<file path="config.mk">
export PLATFORM = sky130hd
export DESIGN_NAME = thermal_guard
export DESIGN_NICKNAME = d
export VERILOG_FILES = /design/src/rtl/thm_pkg.sv /design/src/rtl/thm_dbnc.sv /design/src/rtl/thm_chan.sv /design/src/rtl/thm_scan.sv /design/src/rtl/thm_regs.sv /design/src/rtl/thermal_guard.sv
export SDC_FILE = /design/constraint.sdc
export NUM_CORES = 1
export LEC_CHECK = 0
export BUFFER_PORTS_ARGS = -buffer_cell sky130_fd_sc_hd__buf_4
export CAP_MARGIN = 20
export CORE_MARGIN = 8
export CORE_UTILIZATION = 41
export DETAILED_ROUTE_END_ITERATION = 6
export PLACE_DENSITY_LB_ADDON = 0.3
export SLEW_MARGIN = 20
export SYNTH_ARGS = -nofsm -noshare
export SYNTH_HDL_FRONTEND = slang
export SYNTH_SLANG_ARGS = --single-unit
</file>
<file path="constraint.sdc">
create_clock -name clk_i -period 8.4 [get_ports clk_i]
set_input_delay 0.84 -clock clk_i [delete_from_list [all_inputs] [get_ports clk_i]]
set_output_delay 0.84 -clock clk_i [all_outputs]
set_load 0.03 [all_outputs]
</file>
<file path="src/rtl/thm_pkg.sv">
package thm_pkg;
  localparam int ADDR_W       = 12;
  localparam int DATA_W       = 32;
  localparam int A_CTRL       = 'h000;
  localparam int A_SRC_EN     = 'h00c;
  localparam int A_ALM_EN     = 'h014;
  localparam int A_PIN_EN     = 'h018;
  localparam int A_RST_EN     = 'h01c;
  localparam int A_INT_PND    = 'h024;
  localparam int A_SHT_PND    = 'h028;
  localparam int A_DATA0      = 'h02c;
  localparam int A_ALM_THR0   = 'h06c;
  localparam int A_SHT_THR0   = 'h10c;
  localparam int A_PERIOD     = 'h140;
  localparam int A_PERIOD_HOT = 'h144;
  localparam int A_DBN_ALM    = 'h148;
  localparam int A_DBN_SHT    = 'h14c;
  localparam int PERIOD_RST   = 5000;
  localparam int DBN_RST      = 4;
endpackage

</file>
<file path="src/rtl/thm_dbnc.sv">
module thm_dbnc #(
  parameter int DBN_W = 8
) (
  input  logic             clk_i,
  input  logic             rst_ni,
  input  logic             clr_i,
  input  logic             stb_i,
  input  logic             over_i,
  input  logic [DBN_W-1:0] lim_i,
  output logic             fire_o
);
  logic [DBN_W-1:0] cnt_q, lim_eff;

  assign lim_eff = (lim_i == '0) ? DBN_W'(1) : lim_i;
  assign fire_o  = stb_i & over_i & (cnt_q >= lim_eff - DBN_W'(1));

  always_ff @(posedge clk_i or negedge rst_ni) begin
    if (!rst_ni)                      cnt_q <= '0;
    else if (clr_i)                   cnt_q <= '0;
    else if (stb_i) begin
      if (!over_i)                    cnt_q <= '0;
      else if (cnt_q < lim_eff)       cnt_q <= cnt_q + DBN_W'(1);
    end
  end
endmodule

</file>
<file path="src/rtl/thm_chan.sv">
module thm_chan #(
  parameter int CODE_W = 9,
  parameter int DBN_W  = 8
) (
  input  logic              clk_i,
  input  logic              rst_ni,
  input  logic              scan_en_i,
  input  logic              stb_i,
  input  logic [CODE_W-1:0] code_i,
  input  logic [CODE_W-1:0] alm_thr_i,
  input  logic [CODE_W-1:0] sht_thr_i,
  input  logic [DBN_W-1:0]  dbn_alm_i,
  input  logic [DBN_W-1:0]  dbn_sht_i,
  input  logic              sht_src_i,
  output logic [CODE_W-1:0] data_o,
  output logic              hot_o,
  output logic              int_set_o,
  output logic              sht_set_o
);
  logic over_alm, over_sht, fire_sht;

  assign over_alm = code_i >= alm_thr_i;
  assign over_sht = code_i >= sht_thr_i;

  always_ff @(posedge clk_i or negedge rst_ni) begin
    if (!rst_ni) begin
      data_o <= '0;
      hot_o  <= 1'b0;
    end else if (!scan_en_i) begin
      hot_o  <= 1'b0;
    end else if (stb_i) begin
      data_o <= code_i;
      hot_o  <= over_alm;
    end
  end

  thm_dbnc #(.DBN_W(DBN_W)) u_alm (
    .clk_i, .rst_ni, .clr_i(!scan_en_i), .stb_i, .over_i(over_alm),
    .lim_i(dbn_alm_i), .fire_o(int_set_o)
  );

  thm_dbnc #(.DBN_W(DBN_W)) u_sht (
    .clk_i, .rst_ni, .clr_i(!scan_en_i), .stb_i, .over_i(over_sht),
    .lim_i(dbn_sht_i), .fire_o(fire_sht)
  );

  assign sht_set_o = fire_sht & sht_src_i;
endmodule

</file>
<file path="src/rtl/thm_scan.sv">
module thm_scan #(
  parameter int NUM_CH = 7,
  parameter int TMR_W  = 16,
  localparam int CH_W  = $clog2(NUM_CH)
) (
  input  logic              clk_i,
  input  logic              rst_ni,
  input  logic              scan_en_i,
  input  logic              hot_i,
  input  logic [TMR_W-1:0]  period_i,
  input  logic [TMR_W-1:0]  period_hot_i,
  input  logic [NUM_CH-1:0] chan_en_i,
  output logic              stb_o,
  output logic [CH_W-1:0]   ch_o
);
  logic [TMR_W-1:0] tmr_q, lim;
  logic             sweep_q, roll;

  assign lim   = hot_i ? period_hot_i : period_period_sel();
  function automatic logic [TMR_W-1:0] period_period_sel();
    return period_i;
  endfunction
  assign roll  = ({1'b0, tmr_q} + (TMR_W+1)'(1)) >= {1'b0, lim};
  assign stb_o = sweep_q & chan_en_i[ch_o];

  always_ff @(posedge clk_i or negedge rst_ni) begin
    if (!rst_ni) begin
      tmr_q   <= '0;
      sweep_q <= 1'b0;
      ch_o    <= '0;
    end else if (!scan_en_i) begin
      tmr_q   <= '0;
      sweep_q <= 1'b0;
      ch_o    <= '0;
    end else begin
      tmr_q <= roll ? '0 : tmr_q + TMR_W'(1);
      if (sweep_q) begin
        if (ch_o == CH_W'(NUM_CH-1)) begin
          sweep_q <= 1'b0;
          ch_o    <= '0;
        end else begin
          ch_o    <= ch_o + CH_W'(1);
        end
      end else if (roll) begin
        sweep_q <= 1'b1;
        ch_o    <= '0;
      end
    end
  end
endmodule

</file>
<file path="src/rtl/thm_regs.sv">
module thm_regs
  import thm_pkg::*;
#(
  parameter int NUM_CH = 7,
  parameter int CODE_W = 9,
  parameter int TMR_W  = 16,
  parameter int DBN_W  = 8
) (
  input  logic                           clk_i,
  input  logic                           rst_ni,
  input  logic                           bus_req_i,
  input  logic                           bus_we_i,
  input  logic [ADDR_W-1:0]              bus_addr_i,
  input  logic [DATA_W-1:0]              bus_wdata_i,
  output logic [DATA_W-1:0]              bus_rdata_o,
  input  logic [NUM_CH-1:0][CODE_W-1:0]  smp_data_i,
  input  logic [NUM_CH-1:0]              int_set_i,
  input  logic [NUM_CH-1:0]              sht_set_i,
  output logic                           scan_en_o,
  output logic                           pol_hi_o,
  output logic [NUM_CH-1:0]              src_en_o,
  output logic [NUM_CH-1:0]              alm_en_o,
  output logic [NUM_CH-1:0]              pin_en_o,
  output logic [NUM_CH-1:0]              rst_en_o,
  output logic [NUM_CH-1:0]              int_pnd_o,
  output logic [NUM_CH-1:0]              sht_pnd_o,
  output logic [NUM_CH-1:0][CODE_W-1:0]  alm_thr_o,
  output logic [NUM_CH-1:0][CODE_W-1:0]  sht_thr_o,
  output logic [TMR_W-1:0]               period_o,
  output logic [TMR_W-1:0]               period_hot_o,
  output logic [DBN_W-1:0]               dbn_alm_o,
  output logic [DBN_W-1:0]               dbn_sht_o
);
  logic wr;
  logic [NUM_CH-1:0] wd, wm, int_clr, sht_clr;

  assign wr = bus_req_i & bus_we_i;
  assign wd = bus_wdata_i[NUM_CH-1:0];
  assign wm = bus_wdata_i[16 +: NUM_CH];
  assign int_clr = (wr && bus_addr_i == ADDR_W'(A_INT_PND)) ? wd : '0;
  assign sht_clr = (wr && bus_addr_i == ADDR_W'(A_SHT_PND)) ? wd : '0;

  function automatic logic [NUM_CH-1:0] mwr(input logic [NUM_CH-1:0] old_v);
    return (old_v & ~wm) | (wd & wm);
  endfunction

  always_ff @(posedge clk_i or negedge rst_ni) begin
    if (!rst_ni) begin
      scan_en_o    <= 1'b0;
      pol_hi_o     <= 1'b0;
      src_en_o     <= '0;
      alm_en_o     <= '0;
      pin_en_o     <= '0;
      rst_en_o     <= '0;
      int_pnd_o    <= '0;
      sht_pnd_o    <= '0;
      alm_thr_o    <= '1;
      sht_thr_o    <= '1;
      period_o     <= TMR_W'(PERIOD_RST);
      period_hot_o <= TMR_W'(PERIOD_RST);
      dbn_alm_o    <= DBN_W'(DBN_RST);
      dbn_sht_o    <= DBN_W'(DBN_RST);
    end else begin
      // set beats clear on the same edge
      int_pnd_o <= (int_pnd_o & ~int_clr) | int_set_i;
      sht_pnd_o <= (sht_pnd_o & ~sht_clr) | sht_set_i;
      if (wr) begin
        case (bus_addr_i)
          ADDR_W'(A_CTRL): begin
            if (bus_wdata_i[16]) scan_en_o <= bus_wdata_i[0];
            if (bus_wdata_i[24]) pol_hi_o  <= bus_wdata_i[8];
          end
          ADDR_W'(A_SRC_EN):     src_en_o     <= mwr(src_en_o);
          ADDR_W'(A_ALM_EN):     alm_en_o     <= mwr(alm_en_o);
          ADDR_W'(A_PIN_EN):     pin_en_o     <= mwr(pin_en_o);
          ADDR_W'(A_RST_EN):     rst_en_o     <= mwr(rst_en_o);
          ADDR_W'(A_PERIOD):     period_o     <= bus_wdata_i[TMR_W-1:0];
          ADDR_W'(A_PERIOD_HOT): period_hot_o <= bus_wdata_i[TMR_W-1:0];
          ADDR_W'(A_DBN_ALM):    dbn_alm_o    <= bus_wdata_i[DBN_W-1:0];
          ADDR_W'(A_DBN_SHT):    dbn_sht_o    <= bus_wdata_i[DBN_W-1:0];
          default: ;
        endcase
        for (int i = 0; i < NUM_CH; i++) begin
          if (bus_addr_i == ADDR_W'(A_ALM_THR0 + 4*i)) alm_thr_o[i] <= bus_wdata_i[CODE_W-1:0];
          if (bus_addr_i == ADDR_W'(A_SHT_THR0 + 4*i)) sht_thr_o[i] <= bus_wdata_i[CODE_W-1:0];
        end
      end
    end
  end

  always_comb begin
    bus_rdata_o = '0;
    case (bus_addr_i)
      ADDR_W'(A_CTRL):       bus_rdata_o = DATA_W'({pol_hi_o, 7'b0, scan_en_o});
      ADDR_W'(A_SRC_EN):     bus_rdata_o = DATA_W'(src_en_o);
      ADDR_W'(A_ALM_EN):     bus_rdata_o = DATA_W'(alm_en_o);
      ADDR_W'(A_PIN_EN):     bus_rdata_o = DATA_W'(pin_en_o);
      ADDR_W'(A_RST_EN):     bus_rdata_o = DATA_W'(rst_en_o);
      ADDR_W'(A_INT_PND):    bus_rdata_o = DATA_W'(int_pnd_o);
      ADDR_W'(A_SHT_PND):    bus_rdata_o = DATA_W'(sht_pnd_o);
      ADDR_W'(A_PERIOD):     bus_rdata_o = DATA_W'(period_o);
      ADDR_W'(A_PERIOD_HOT): bus_rdata_o = DATA_W'(period_hot_o);
      ADDR_W'(A_DBN_ALM):    bus_rdata_o = DATA_W'(dbn_alm_o);
      ADDR_W'(A_DBN_SHT):    bus_rdata_o = DATA_W'(dbn_sht_o);
      default: ;
    endcase
    for (int i = 0; i < NUM_CH; i++) begin
      if (bus_addr_i == ADDR_W'(A_DATA0 + 4*i))    bus_rdata_o = DATA_W'(smp_data_i[i]);
      if (bus_addr_i == ADDR_W'(A_ALM_THR0 + 4*i)) bus_rdata_o = DATA_W'(alm_thr_o[i]);
      if (bus_addr_i == ADDR_W'(A_SHT_THR0 + 4*i)) bus_rdata_o = DATA_W'(sht_thr_o[i]);
    end
  end
endmodule

</file>
<file path="src/rtl/thermal_guard.sv">
module thermal_guard
  import thm_pkg::*;
#(
  parameter int NUM_CH = 7,
  parameter int CODE_W = 9,
  parameter int TMR_W  = 16,
  parameter int DBN_W  = 8,
  localparam int CH_W  = $clog2(NUM_CH)
) (
  input  logic              clk_i,
  input  logic              rst_ni,
  input  logic              bus_req_i,
  input  logic              bus_we_i,
  input  logic [ADDR_W-1:0] bus_addr_i,
  input  logic [DATA_W-1:0] bus_wdata_i,
  output logic [DATA_W-1:0] bus_rdata_o,
  output logic              smp_stb_o,
  output logic [CH_W-1:0]   smp_ch_o,
  input  logic [CODE_W-1:0] smp_code_i,
  output logic              irq_o,
  output logic              shut_pin_o,
  output logic              shut_rst_o
);
  logic scan_en, pol_hi, pin_act;
  logic [NUM_CH-1:0] src_en, alm_en, pin_en, rst_en, int_pnd, sht_pnd;
  logic [NUM_CH-1:0] int_set, sht_set, hot;
  logic [NUM_CH-1:0][CODE_W-1:0] alm_thr, sht_thr, smp_data;
  logic [TMR_W-1:0] period, period_hot;
  logic [DBN_W-1:0] dbn_alm, dbn_sht;

  thm_regs #(.NUM_CH(NUM_CH), .CODE_W(CODE_W), .TMR_W(TMR_W), .DBN_W(DBN_W)) u_regs (
    .clk_i, .rst_ni, .bus_req_i, .bus_we_i, .bus_addr_i, .bus_wdata_i, .bus_rdata_o,
    .smp_data_i(smp_data), .int_set_i(int_set), .sht_set_i(sht_set),
    .scan_en_o(scan_en), .pol_hi_o(pol_hi), .src_en_o(src_en), .alm_en_o(alm_en),
    .pin_en_o(pin_en), .rst_en_o(rst_en), .int_pnd_o(int_pnd), .sht_pnd_o(sht_pnd),
    .alm_thr_o(alm_thr), .sht_thr_o(sht_thr), .period_o(period),
    .period_hot_o(period_hot), .dbn_alm_o(dbn_alm), .dbn_sht_o(dbn_sht)
  );

  thm_scan #(.NUM_CH(NUM_CH), .TMR_W(TMR_W)) u_scan (
    .clk_i, .rst_ni, .scan_en_i(scan_en), .hot_i(|hot), .period_i(period),
    .period_hot_i(period_hot), .chan_en_i(src_en | alm_en),
    .stb_o(smp_stb_o), .ch_o(smp_ch_o)
  );

  for (genvar g = 0; g < NUM_CH; g++) begin : g_chan
    thm_chan #(.CODE_W(CODE_W), .DBN_W(DBN_W)) u_chan (
      .clk_i, .rst_ni, .scan_en_i(scan_en),
      .stb_i(smp_stb_o && smp_ch_o == CH_W'(g)), .code_i(smp_code_i),
      .alm_thr_i(alm_thr[g]), .sht_thr_i(sht_thr[g]),
      .dbn_alm_i(dbn_alm), .dbn_sht_i(dbn_sht), .sht_src_i(src_en[g]),
      .data_o(smp_data[g]), .hot_o(hot[g]),
      .int_set_o(int_set[g]), .sht_set_o(sht_set[g])
    );
  end

  assign irq_o      = |(int_pnd & alm_en);
  assign pin_act    = |(sht_pnd & pin_en);
  assign shut_pin_o = pol_hi ? pin_act : ~pin_act;
  assign shut_rst_o = |(sht_pnd & rst_en);
endmodule

</file>
# Yosys cells after proc, flatten, opt, wreduce, memory -nomap -nowiden
# Index checks and enable logic that the tools add are counted.
# word_totals
register_bits	420
latchBits	0
ram_bits	0
mem_bits_ro	0
inputBits	57
output_inout_bits	39
word_cells	409
memories	0
# op_classes
addsub	19
multipliers	0
div	0
n_lt_le_gt_ge	44
eq_ne	59
shifts	0
n_mux	110
bitwise_logic	58
reduce_logical	62
# ops
op	n
two-way mux 8 bit	58
two-way mux 16 bit	24
one-hot mux 16 bit (11 select lines)	1
== test 12 x 9 -> 1 bit, second input constant	11
>= comparator 9 bit	14
adder 8 x 1 -> 8 bit, second input constant	14
>= comparator 8 bit	14
less-than comparator 8 bit	14
AND reduction 2 bit	43
== test 12 x 6 -> 1 bit, second input constant	7
== test 12 x 7 -> 1 bit, second input constant	7
bitwise AND 7 bit	10
OR 7 bit	7
inequality test 3 x 2 -> 1 bit, second input constant	14
bitwise AND 1 bit	37
== test 12 x 5 -> 1 bit, second input constant	3
OR reduction 7 bit	4
== test 12 x 8 -> 1 bit, second input constant	2
inverter 7 bit	3
two-way mux 1 bit	20
adder 16 x 1 -> 17 bit, second input constant	1
>= comparator 17 x 16 -> 1 bit	1
adder 16 x 1 -> 16 bit, second input constant	1
zero test 8 bit	2
other kinds (17)	40

# Logic depth before layout (Yosys ltp)
# Gate-level depths: netlist of the first run.
# depth
ltp_word	23
mapped_depth	15
depth_no_buf	15

# By module
# Synthesis of the first run repeated with hierarchy kept, for this count alone.
# hier_totals
hier_cells	3546
area_unflattened_um2	33339.5
# by_module_without_submodules
module	n_inst	cells_per_inst	area_each_um2	seq_area_each_um2
thm_regs	1	998	11649.9	5627.9
thm_dbnc (g_chan[0].u_chan.u_sht ...)	9	129	1029.7	200.2
thm_chan	7	87	810.8	250.2
thm_dbnc (g_chan[0].u_chan.u_alm ...)	4	116	972.2	200.2
thm_scan	1	161	1666.6	500.5
thm_dbnc (g_chan[3].u_chan.u_alm)	1	118	978.4	200.2
thermal_guard	1	35	212.7	0.0

# Least setup slack after synthesis of the first run
# Ideal clock, no wire load.
# synth_path
path_kind	input -> output
from	input bus_addr_i[0]
to	output bus_rdata_o[3]
arrival_ps	3045
required_time_ps	7560
setup_slack_ps	4515
stages	9
path_buffers	2
cell_sequence	buf_4 or4_1 buf_2 nor3_4 nand2_1 a2111oi_2 o21a_1 o21ai_1 a21oi_1
# synth_between
elab_chain_len	23
elab_cells_between_ends	54
cone_classes	eq/ne (31); mux (22); reduce/logical (1)
# synth_lines
element	line_no	source
start, declared	thermal_guard.sv:14	input logic [ADDR_W-1:0] bus_addr_i,
== test 12 x 9 -> 1 bit, or another cell as far along	thm_regs.sv:93	case (bus_addr_i)
one-hot mux 16 bit (11 select lines)	thm_regs.sv:93	
two-way mux 16 bit	thm_regs.sv:108	if (bus_addr_i == ADDR_W'(A_DATA0 + 4*i)) bus_rdata_o = DATA_W'(smp_data_i[i]);
two-way mux 16 bit	thm_regs.sv:109	if (bus_addr_i == ADDR_W'(A_ALM_THR0 + 4*i)) bus_rdata_o = DATA_W'(alm_thr_o[i]);
two-way mux 16 bit	thm_regs.sv:110	if (bus_addr_i == ADDR_W'(A_SHT_THR0 + 4*i)) bus_rdata_o = DATA_W'(sht_thr_o[i]);
two-way mux 16 bit	thm_regs.sv:108	
two-way mux 16 bit	thm_regs.sv:109	
two-way mux 16 bit	thm_regs.sv:110	
[... 7 more ...]	n/a	
two-way mux 16 bit	thm_regs.sv:109	
two-way mux 16 bit	thm_regs.sv:110	
two-way mux 16 bit	thm_regs.sv:108	
two-way mux 16 bit	thm_regs.sv:109	
two-way mux 16 bit	thm_regs.sv:110	
two-way mux 16 bit	thm_regs.sv:108	
two-way mux 16 bit	thm_regs.sv:109	
two-way mux 16 bit (*)	thm_regs.sv:110	
end, declared	thermal_guard.sv:16	output logic [DATA_W-1:0] bus_rdata_o,
# Every way passes the cells marked *; elsewhere a longest branch is shown, timed or not.

# Final worst setup path of the first run
# layout_path
from	input bus_addr_i[9]
to	output bus_rdata_o[0]
# The elaborated chain is that of the path after synthesis.

==> results of run 1 <==
flip-flops by register name, summed over array words and instances (netlist names), 8 cells and up, named ones only:
name	count
u_regs.dbn_alm_o	8
u_regs.period_hot_o	16
u_regs.alm_thr_o	63
u_regs.sht_thr_o	63
u_scan.tmr_q	16
u_regs.dbn_sht_o	8
u_regs.period_o	16
g_chan.u_chan.u_sht.cnt_q	56
g_chan.u_chan.u_alm.cnt_q	56
g_chan.u_chan.data_o	63
kinds of logic after synthesis:
| group | count (synthesis) | synth area share [%] |
|---|---|---|
| AOI/OAI and AO/OA | 671 | 15.4 |
| muxes | 269 | 10.7 |
| and+or+nand+nor | 780 | 13.9 |
| buffers and inverters | 261 | 3.88 |
| DFF | 420 | 36.9 |
| xor gates and xnor gates | 87 | 2.63 |
| other | 1 | 0.0129 |
| adders and majority gates | 384 | 16.6 |
cell usage after synthesis, drive strengths merged (6+ instances only):
cell type,number,share of area (%)
nor2,195,2.6
nand2b,35,0.76
buf,52,1.2
a22o,20,0.60
o22ai,25,0.56
inv,167,2.2
a222oi,7,0.24
o21bai,15,0.39
nor3,56,1.2
a31oi,16,0.40
mux2i,16,0.55
dfrtp,282,24
a32o,6,0.21
a221o,7,0.24
and2,11,0.24
and4,8,0.24
o21ai,167,2.9
nand3,69,1.2
xor2,57,1.7
a21boi,7,0.18
a211oi,14,0.38
o211ai,16,0.43
a2111oi,13,0.42
o31ai,10,0.26
a22oi,38,0.99
a21oi,150,2.6
clkbuf,42,0.54
ha,384,17
o21a,35,0.91
or3,20,0.43
nand4,58,1.3
a21o,41,1.1
a221oi,21,0.66
or4,10,0.27
nor4,13,0.46
dfstp,138,13
nor2b,27,0.58
mux2,249,9.8
xnor2,30,0.91
o221ai,19,0.57
nand2,208,2.7
and3,38,0.82
a32oi,11,0.33
or4b,8,0.28
worst max path at each step:
stage	cells past startpoint	startpoint	endpoint	slack, ns
after floorplan	9	bus_addr_i[0]	bus_rdata_o[3]	4.51
after global placement	10	bus_addr_i[9]	bus_rdata_o[6]	3.44
after detailed placement	10	bus_addr_i[9]	bus_rdata_o[6]	3.44
after CTS	10	bus_addr_i[9]	bus_rdata_o[6]	3.45
after global routing	10	bus_addr_i[1]	bus_rdata_o[6]	3.33
final	10	bus_addr_i[9]	bus_rdata_o[0]	3.38
cell usage in the layout (no fill, tap or decap), types with 41 or more instances in the layout:
| master | netlist | layout |
|---|---|---|
| a21o_1 | 41 | 41 |
| a21oi_1 | 150 | 150 |
| buf_4 | 20 | 98 |
| clkbuf_16 | 0 | 50 |
| dfrtp_1 | 282 | 281 |
| dfstp_2 | 138 | 138 |
| ha_1 | 384 | 384 |
| inv_1 | 166 | 166 |
| mux2_2 | 231 | 231 |
| nand2_1 | 202 | 202 |
| nand3_1 | 68 | 68 |
| nand4_1 | 57 | 57 |
| nor2_1 | 190 | 190 |
| nor3_1 | 46 | 44 |
| o21ai_0 | 151 | 150 |
| xor2_1 | 57 | 57 |
power by group through the flow:
stage          Clock, mW  Combinational, mW  Sequential, mW
2_1_floorplan          0              0.154            2.08
3_3_place_gp           0              0.304            2.09
6_report            2.25              0.317            2.05
4_1_cts             2.29              0.317            2.05
3_5_place_dp           0              0.315            2.09
5_1_grt             2.36              0.345            2.06
metal layers:
metal | track usage (%) | vias up | wire [um]
met5 | 0 | - | 7
met3 | 3.94 | 262 | 6880
met2 | 37.8 | 981 | 42900
li1 | - | 10800 | -
met4 | 10.9 | 2 | 4870
met1 | 31.0 | 11900 | 40400
per-stage QoR:
stage	hold slack (ns)	area [um^2]
2_1_floorplan	0.445	29000
3_3_place_gp	0.462	30500
3_5_place_dp	0.471	30500
4_1_cts	0.225	32200
5_1_grt	0.254	32200
6_report	0.198	32200
cell type report:
type                       instances  area (um^2)  share of cell area, %
inverter                         167          627                   1.95
tap                              940         1180                   3.65
multi-input combinational       2207        17200                   53.5
clock inverter                    21          249                  0.773
clock buffer                      71         1440                   4.47
antenna                            5         12.5                 0.0389
sequential                       420        10700                   33.2
timing repair buffer             101          782                   2.43
==> key figures, run 1 <==
Floorplan
  • Initial core utilization: 41.4%
  • Die width: 282 um
  • # rows: 97
  • I/O pins: 96
  • Die area: 79,400 um^2
  • Die height: 282 um
  • Core footprint: 70,000 um^2

Worst setup path
  • Critical Path Most Common Cell: buf_4
  • Crit Path Max Fanout: 11
  • Crit-path cells: buf_4 -> or4b_1 -> nor3_2 -> a222oi_1 -> nand4_1 -> o31ai_1 -> a21oi_1 -> o221ai_1 -> a41oi_2 -> buf_4
  • Worst flop-to-flop path endpoint: u_regs.sht_pnd_o[2]
  • CP Class: in2out
  • CP Capture Type: primary output
  • R2R depth: 15
  • Critical Path AT: 4.18 ns
  • Critical Path Max Stage Delay: 0.93 ns
  • Worst EP required: 7.56 ns
  • R2R Path Start: u_regs.dbn_sht_o[3]
  • Kind of cell adding the most delay to the critical path: simple AND/OR/NAND/NOR gates
  • Crit start category: input pin
  • Crit path buf inv count: 2
  • Crit path max-delay cell type: nor3_2
  • Reg2Reg Setup Slack: 3.72 ns

Route
  • First DRT Iteration DRCs: 2,311
  • DRC: 1
  • Wire length per cell: 24.2 um
  • Final WL: 95.1 mm
  • Antenna-violating nets left: 0
  • Drt first pass iters: 7
  • Total number of vias: 23,900
  • Vias/cell: 6.07

Flow run
  • Max_cap viols: 0

Global routing
  • Total track usage: 23.6%
  • Antenna violations before repair: 4
  • Vias in the first global route: 24,200
  • First-pass GRT wire length: 145 mm
  • Pin count of the biggest net entering global routing: 152
  • Grt ovf: 0

Power and ir drop
  • Clock Power Share: 48.7%
  • Net Sw Frac: 25.6%
  • Internal power: 3.44 mW
  • NetSw: 1.19 mW
  • P_leak: 13.7 nW
  • Power density over the cells: 144 nW/um^2
  • Max VDD drop: 0.000136 V
  • Logic pwr share: 6.9%
  • Total power after layout: 4.62 mW
  • Seq pwr share: 44.4%

Logic synthesis
  • Async SR Flop Fraction: 100%
  • Synthesized area: 29,000 um^2
  • Synth warn: 0
  • Post-synth EDFFs: 0
  • Syn avg cell area: 10.1 um^2
  • Seq/Total Area, Yosys: 36.9%
  • Top_reg_cell synth: dfrtp_1
  • Flops & latches, synth: 420
  • Count of cell types in the netlist: 103
  • Syn Inst Count: 2,873

Place
  • Placed cell count: 3,835
  • GPL Wtd Cong: 0.972
  • Dpl ws: 3.44 ns
  • DP Wirelength: 68.4 mm
  • Number of I/O port buffers: 71

Min path
  • Type of the most critical hold path: in2async

Finish
  • Fin util: 46.0%
  • Nets: 3,388
  • Final cell count without fillers: 3,932
  • Fraction of layout cells with a size suffix above 1: 20.7%
  • Synthesis-to-finish area growth: 11.2%
  • Fillers: 6,546

Clocking
  • Postcts setup bufs: 0
  • Clock latency on the worst-skew pair: 0.62 ns
  • CTS tree: yes
  • Max Buffers Root-to-Sink: 3
  • Clock transition at the registers of the reported paths: 0.05 ns
  • Root Driver: clkbuf_16
  • PostCTS Resize Cnt: 0
  • Total clock sinks: 420
  • CTS Buf Count: 50
  • # hold bufs at CTS: 0
  • H-tree levels: 2

STA
  • Unrepaired setup endpoints after global routing: false
  • Fin crit share: 59.8%
  • Clock skew: 0.0248 ns
  • Least-Margin Pin Slew: 1.13 ns
  • Fin crit period: 5.02 ns
  • Slew Viols, Final: 0
  • Maximum clock frequency: 0.199 GHz
  • Final Hold Fails: 0
  • Final WS setup: 3.38 ns
  • Final TNS setup: 0 ns
  • Final setup viols: 0
  • Worst slew margin: 24.3%

Outcome
  • Failing checks: DRC
  • Status: finished with violations
(Power assumes the default switching activity.)
==> inputs of run 2 (changes only) <==
--- a/config.mk
+++ b/config.mk
@@ -5,6 +5,7 @@
 export SDC_FILE = /design/constraint.sdc
 export NUM_CORES = 1
 export LEC_CHECK = 0
+export ABC_AREA = 1
 export BUFFER_PORTS_ARGS = -buffer_cell sky130_fd_sc_hd__buf_4
 export CAP_MARGIN = 20
 export CORE_MARGIN = 8
==> constraint.sdc (replaced) <==
create_clock -name clk_i -period 4.3 [get_ports clk_i]
set_input_delay 0.43 -clock clk_i [delete_from_list [all_inputs] [get_ports clk_i]]
set_output_delay 0.43 -clock clk_i [all_outputs]
set_load 0.03 [all_outputs]
==> run 2 against run 1 <==
Against the previous run: the run now ends clean; die area fell by 0.84%; synthesized cell count rose by 27%; wire length fell by 4.2%; hold slack got worse by 0.17 ns; sequential power rose to 2.5 times the previous value; register-to-register slack got worse by 3.4 ns; sequential cell count did not move; critical path type is now reg2out; critical endpoint is now bus_rdata_o[6]; largest cell class unchanged; largest power group is now sequential cells.
==> key figures, run 2 <==
Global routing
  • Vias in the first global route: 24,100 (-0.38%)
  • Antenna violations before repair: 7 (+3)
  • Total track usage: 23.1% (-0.50 points)
  • First-pass GRT wire length: 142 mm (-2.5%)
  • Pin count of the biggest net entering global routing: 97 (-36%)
  • Grt ovf: 0 (unchanged)

Route
  • Wire length per cell: 19.1 um (-21%)
  • Final WL: 91.1 mm (-4.2%)
  • DRC: 0 (-1)
  • First DRT Iteration DRCs: 2,200 (-4.8%)
  • Total number of vias: 25,400 (+6.3%)
  • Antenna-violating nets left: 0 (unchanged)
  • Drt first pass iters: 7 (unchanged)
  • Vias/cell: 5.33 (-12%)

Min path
  • Hold_sp: smp_code_i[0]
  • Type of the most critical hold path: in2reg
  • Hold depth: 3

Worst setup path
  • CP Class: reg2out
  • Worst EP required: 3.87 ns (-3.69 ns)
  • Crit path depth: 15 (+5)
  • CP Capture Type: primary output
  • Crit start category: flop
  • Critical Path Max Stage Delay: 0.42 ns (-0.51 ns)
  • Crit Path Max Fanout: 6 (-5)
  • R2R depth: 20 (+5)
  • Critical Path Most Common Cell: nand4_1
  • Crit path max-delay cell type: dfrtp_1
  • Crit-path cells: inv_1 -> o22ai_1 -> a211oi_1 -> nand4_1 -> nand2_1 -> nand4_1 -> nor2_1 -> nand4_1 -> nand2_1 -> nand3_1 -> nand2_1 -> nand4_1 -> nor2_1 -> nand4_1 -> buf_4
  • Kind of cell adding the most delay to the critical path: simple AND/OR/NAND/NOR gates
  • Crit path buf inv count: 2 (unchanged)
  • R2R Path Start: g_chan[1].u_chan.hot_o
  • Crit path launch: u_regs.dbn_alm_o[6]
  • Critical Path AT: 3.60 ns (-0.58 ns)

Logic synthesis
  • Syn Inst Count: 3,651 (+27%)
  • Largest area contributor in the netlist: dfrtp_1
  • Flops & latches, synth: 420 (unchanged)
  • Count of cell types in the netlist: 62 (-40%)
  • Post-synth EDFFs: 0 (unchanged)
  • Count leader, synth: nand2_1
  • Seq/Total Area, Yosys: 37.2% (+0.33 points)
  • Synthesized area: 28,700 um^2 (-0.89%)
  • Most frequent cells after synthesis: nand2_1, inv_1, o21ai_0
  • Async SR Flop Fraction: 100% (unchanged)
  • Top_reg_cell synth: dfrtp_1
  • Synth top area share: 24.6% (+0.22 points)
  • Synth warn: 0 (unchanged)
  • Syn avg cell area: 7.86 um^2 (-22%)
  • Synth top area cells: dfrtp_1, ha_1, dfstp_2

Finish
  • Final instance area: 32,500 um^2 (+0.91%)
  • Fraction of layout cells with a size suffix above 1: 11.6% (-9.1 points)
  • Synthesis-to-finish area growth: 13.2%
  • Leading cell types in the layout, fill and taps excluded: nand2_1, inv_1, o21ai_0
  • Most common cell after layout, fill and taps aside: nand2_1
  • Top Registers: g_chan.u_chan.data_o: 63 flops, u_regs.alm_thr_o: 63 flops, u_regs.sht_thr_o: 63 flops
  • Nets: 4,222 (+25%)

Floorplan
  • Core footprint: 69,700 um^2 (-0.52%)
  • Die width: 281 um (-0.42%)
  • # rows: 97 (unchanged)
  • Initial core utilization: 41.2% (-0.15 points)
  • Die height: 281 um (-0.42%)
  • I/O pins: 96 (unchanged)
  • Die area: 78,700 um^2 (-0.84%)

STA
  • Worst slew margin: 31.9% (+7.6 points)
  • Fin crit period: 4.03 ns
  • Unrepaired setup endpoints after global routing: false
  • Maximum clock frequency: 0.248 GHz
  • Clock skew: 0.0302 ns (+0.00543 ns)
  • Final TNS setup: 0 ns (unchanged)
  • Final Hold Fails: 0 (unchanged)
  • Slew Viols, Final: 0 (unchanged)
  • Least-Margin Pin Slew: 1.02 ns (-0.115 ns)
  • Fin crit share: 93.7%
  • Final setup viols: 0 (unchanged)

Clocking
  • Total clock sinks: 420 (unchanged)
  • Max Buffers Root-to-Sink: 3 (unchanged)
  • CTS Buf Count: 50 (unchanged)
  • H-tree levels: 2 (unchanged)
  • Clock latency on the worst-skew pair: 0.63 ns (about the same)
  • CTS tree: yes
  • Clock transition at the registers of the reported paths: 0.06 ns (about the same)
  • Root Driver: clkbuf_16

Place
  • Number of I/O port buffers: 71 (unchanged)
  • GPL Wtd Cong: 0.943 (-3.0%)
  • Placed Area: 30,700 um^2 (+0.61%)
  • DP Wirelength: 66.6 mm (-2.7%)

Power and ir drop
  • Power density over the cells: 420 nW/um^2 (+190%)
  • P_leak: 14.5 nW (+5.7%)
  • Max VDD drop: 0.000302 V (+120%)

Flow run
  • Max_cap viols: 0 (unchanged)

Outcome
  • Status: completed
## run 2: changes by cell type after synthesis, moves of 27 or more
cell | previous run | this run
o211ai_1 | 15 | 53
xor2_1 | 57 | 25
nand2b_1 | 35 | 0
nand3_1 | 68 | 144
inv_1 | 166 | 522
nor2_1 | 190 | 237
a22oi_1 | 38 | 2
nor2b_1 | 27 | 0
mux2_2 | 231 | 1
and3_1 | 38 | 6
o21ai_0 | 151 | 410
a21oi_1 | 150 | 194
a21o_1 | 41 | 2
nand2_1 | 202 | 794
## run 2: timing repair
action | 4_1_cts | 5_1_grt
setup endpoints to repair | 0 | 21
resized for setup | 0 | 5
hold endpoints to repair | 63 | 0
hold buffers | 1 | 0
setup buffers | 0 | 0
## run 2: path summary, 6_finish.rpt
check                                                  endpoint  slack (ns)
worst min-delay path                 g_chan[2].u_chan.data_o[0]        0.02
worst max register to register                  u_scan.tmr_q[3]        0.34
worst max-delay path                             bus_rdata_o[6]        0.27
max in group asynchronous       g_chan[5].u_chan.u_alm.cnt_q[0]        2.73
worst min register to register           g_chan[1].u_chan.hot_o        0.48
min in group asynchronous       g_chan[3].u_chan.u_alm.cnt_q[3]        0.47
## run 2: stage by stage
stage | hold slack, ns | utilization [%] | worst slack, ns | std cells | power, mW
2_1_floorplan | 0.134 | - | 0.475 | 3666 | 7.74
3_3_place_gp | 0.465 | 44.0 | 0.339 | 4668 | 8.96
3_5_place_dp | 0.471 | 44.0 | 0.298 | 4668 | 9.05
4_1_cts | 0.00703 | 46.6 | 0.216 | 4762 | 13.7
5_1_grt | 0.0279 | 46.6 | 0.00824 | 4762 | 14.5
6_report | 0.0234 | 46.6 | 0.269 | 4765 | 13.6
## run 2: kinds of logic (layout without fill, tap and decap cells)
kind of cell	Yosys count	in the layout	synth area share, %
other	1	19	0.0131
buffers and inverters	624	780	8.41
AOI/OAI and AO/OA	786	786	15.3
muxes	6	6	0.214
xor gates and xnor gates	31	31	0.946
and+or+nand+nor	1399	1399	21.2
adders and majority gates	384	384	16.7
DFF	420	420	37.2
## run 2: layer usage
layer	wire length, um	global-route usage, %	vias up
met1	40500	31.4	11900
met4	3740	8.83	6
met5	40	0	-
li1	-	-	12400
met2	39200	35.3	814
met3	7640	5.45	200
## run 2: tightest hold or removal path: stages
cell and delay, ns:
buf_4 0.08, nand2_1 0.04, o21ai_0 0.06
## run 2: cell type report
| class | instances | area [um^2] |
|---|---|---|
| well taps | 940 | 1180 |
| clock inverters | 20 | 308 |
| repair buffers | 142 | 1120 |
| diodes | 3 | 7.51 |
| inverters | 545 | 2050 |
| multi-input cells | 2622 | 15700 |
| fillers | 6861 | 37200 |
| clock buffers | 73 | 1470 |
| flip-flops and latches | 420 | 10700 |
## run 2: power breakdown
part	internal (mW)	switching, mW	leakage (nW)	total (mW)
logic	1.44	2.44	8.59	3.88
clock network	2.74	1.83	0.872	4.58
registers	4.61	0.564	5.05	5.17
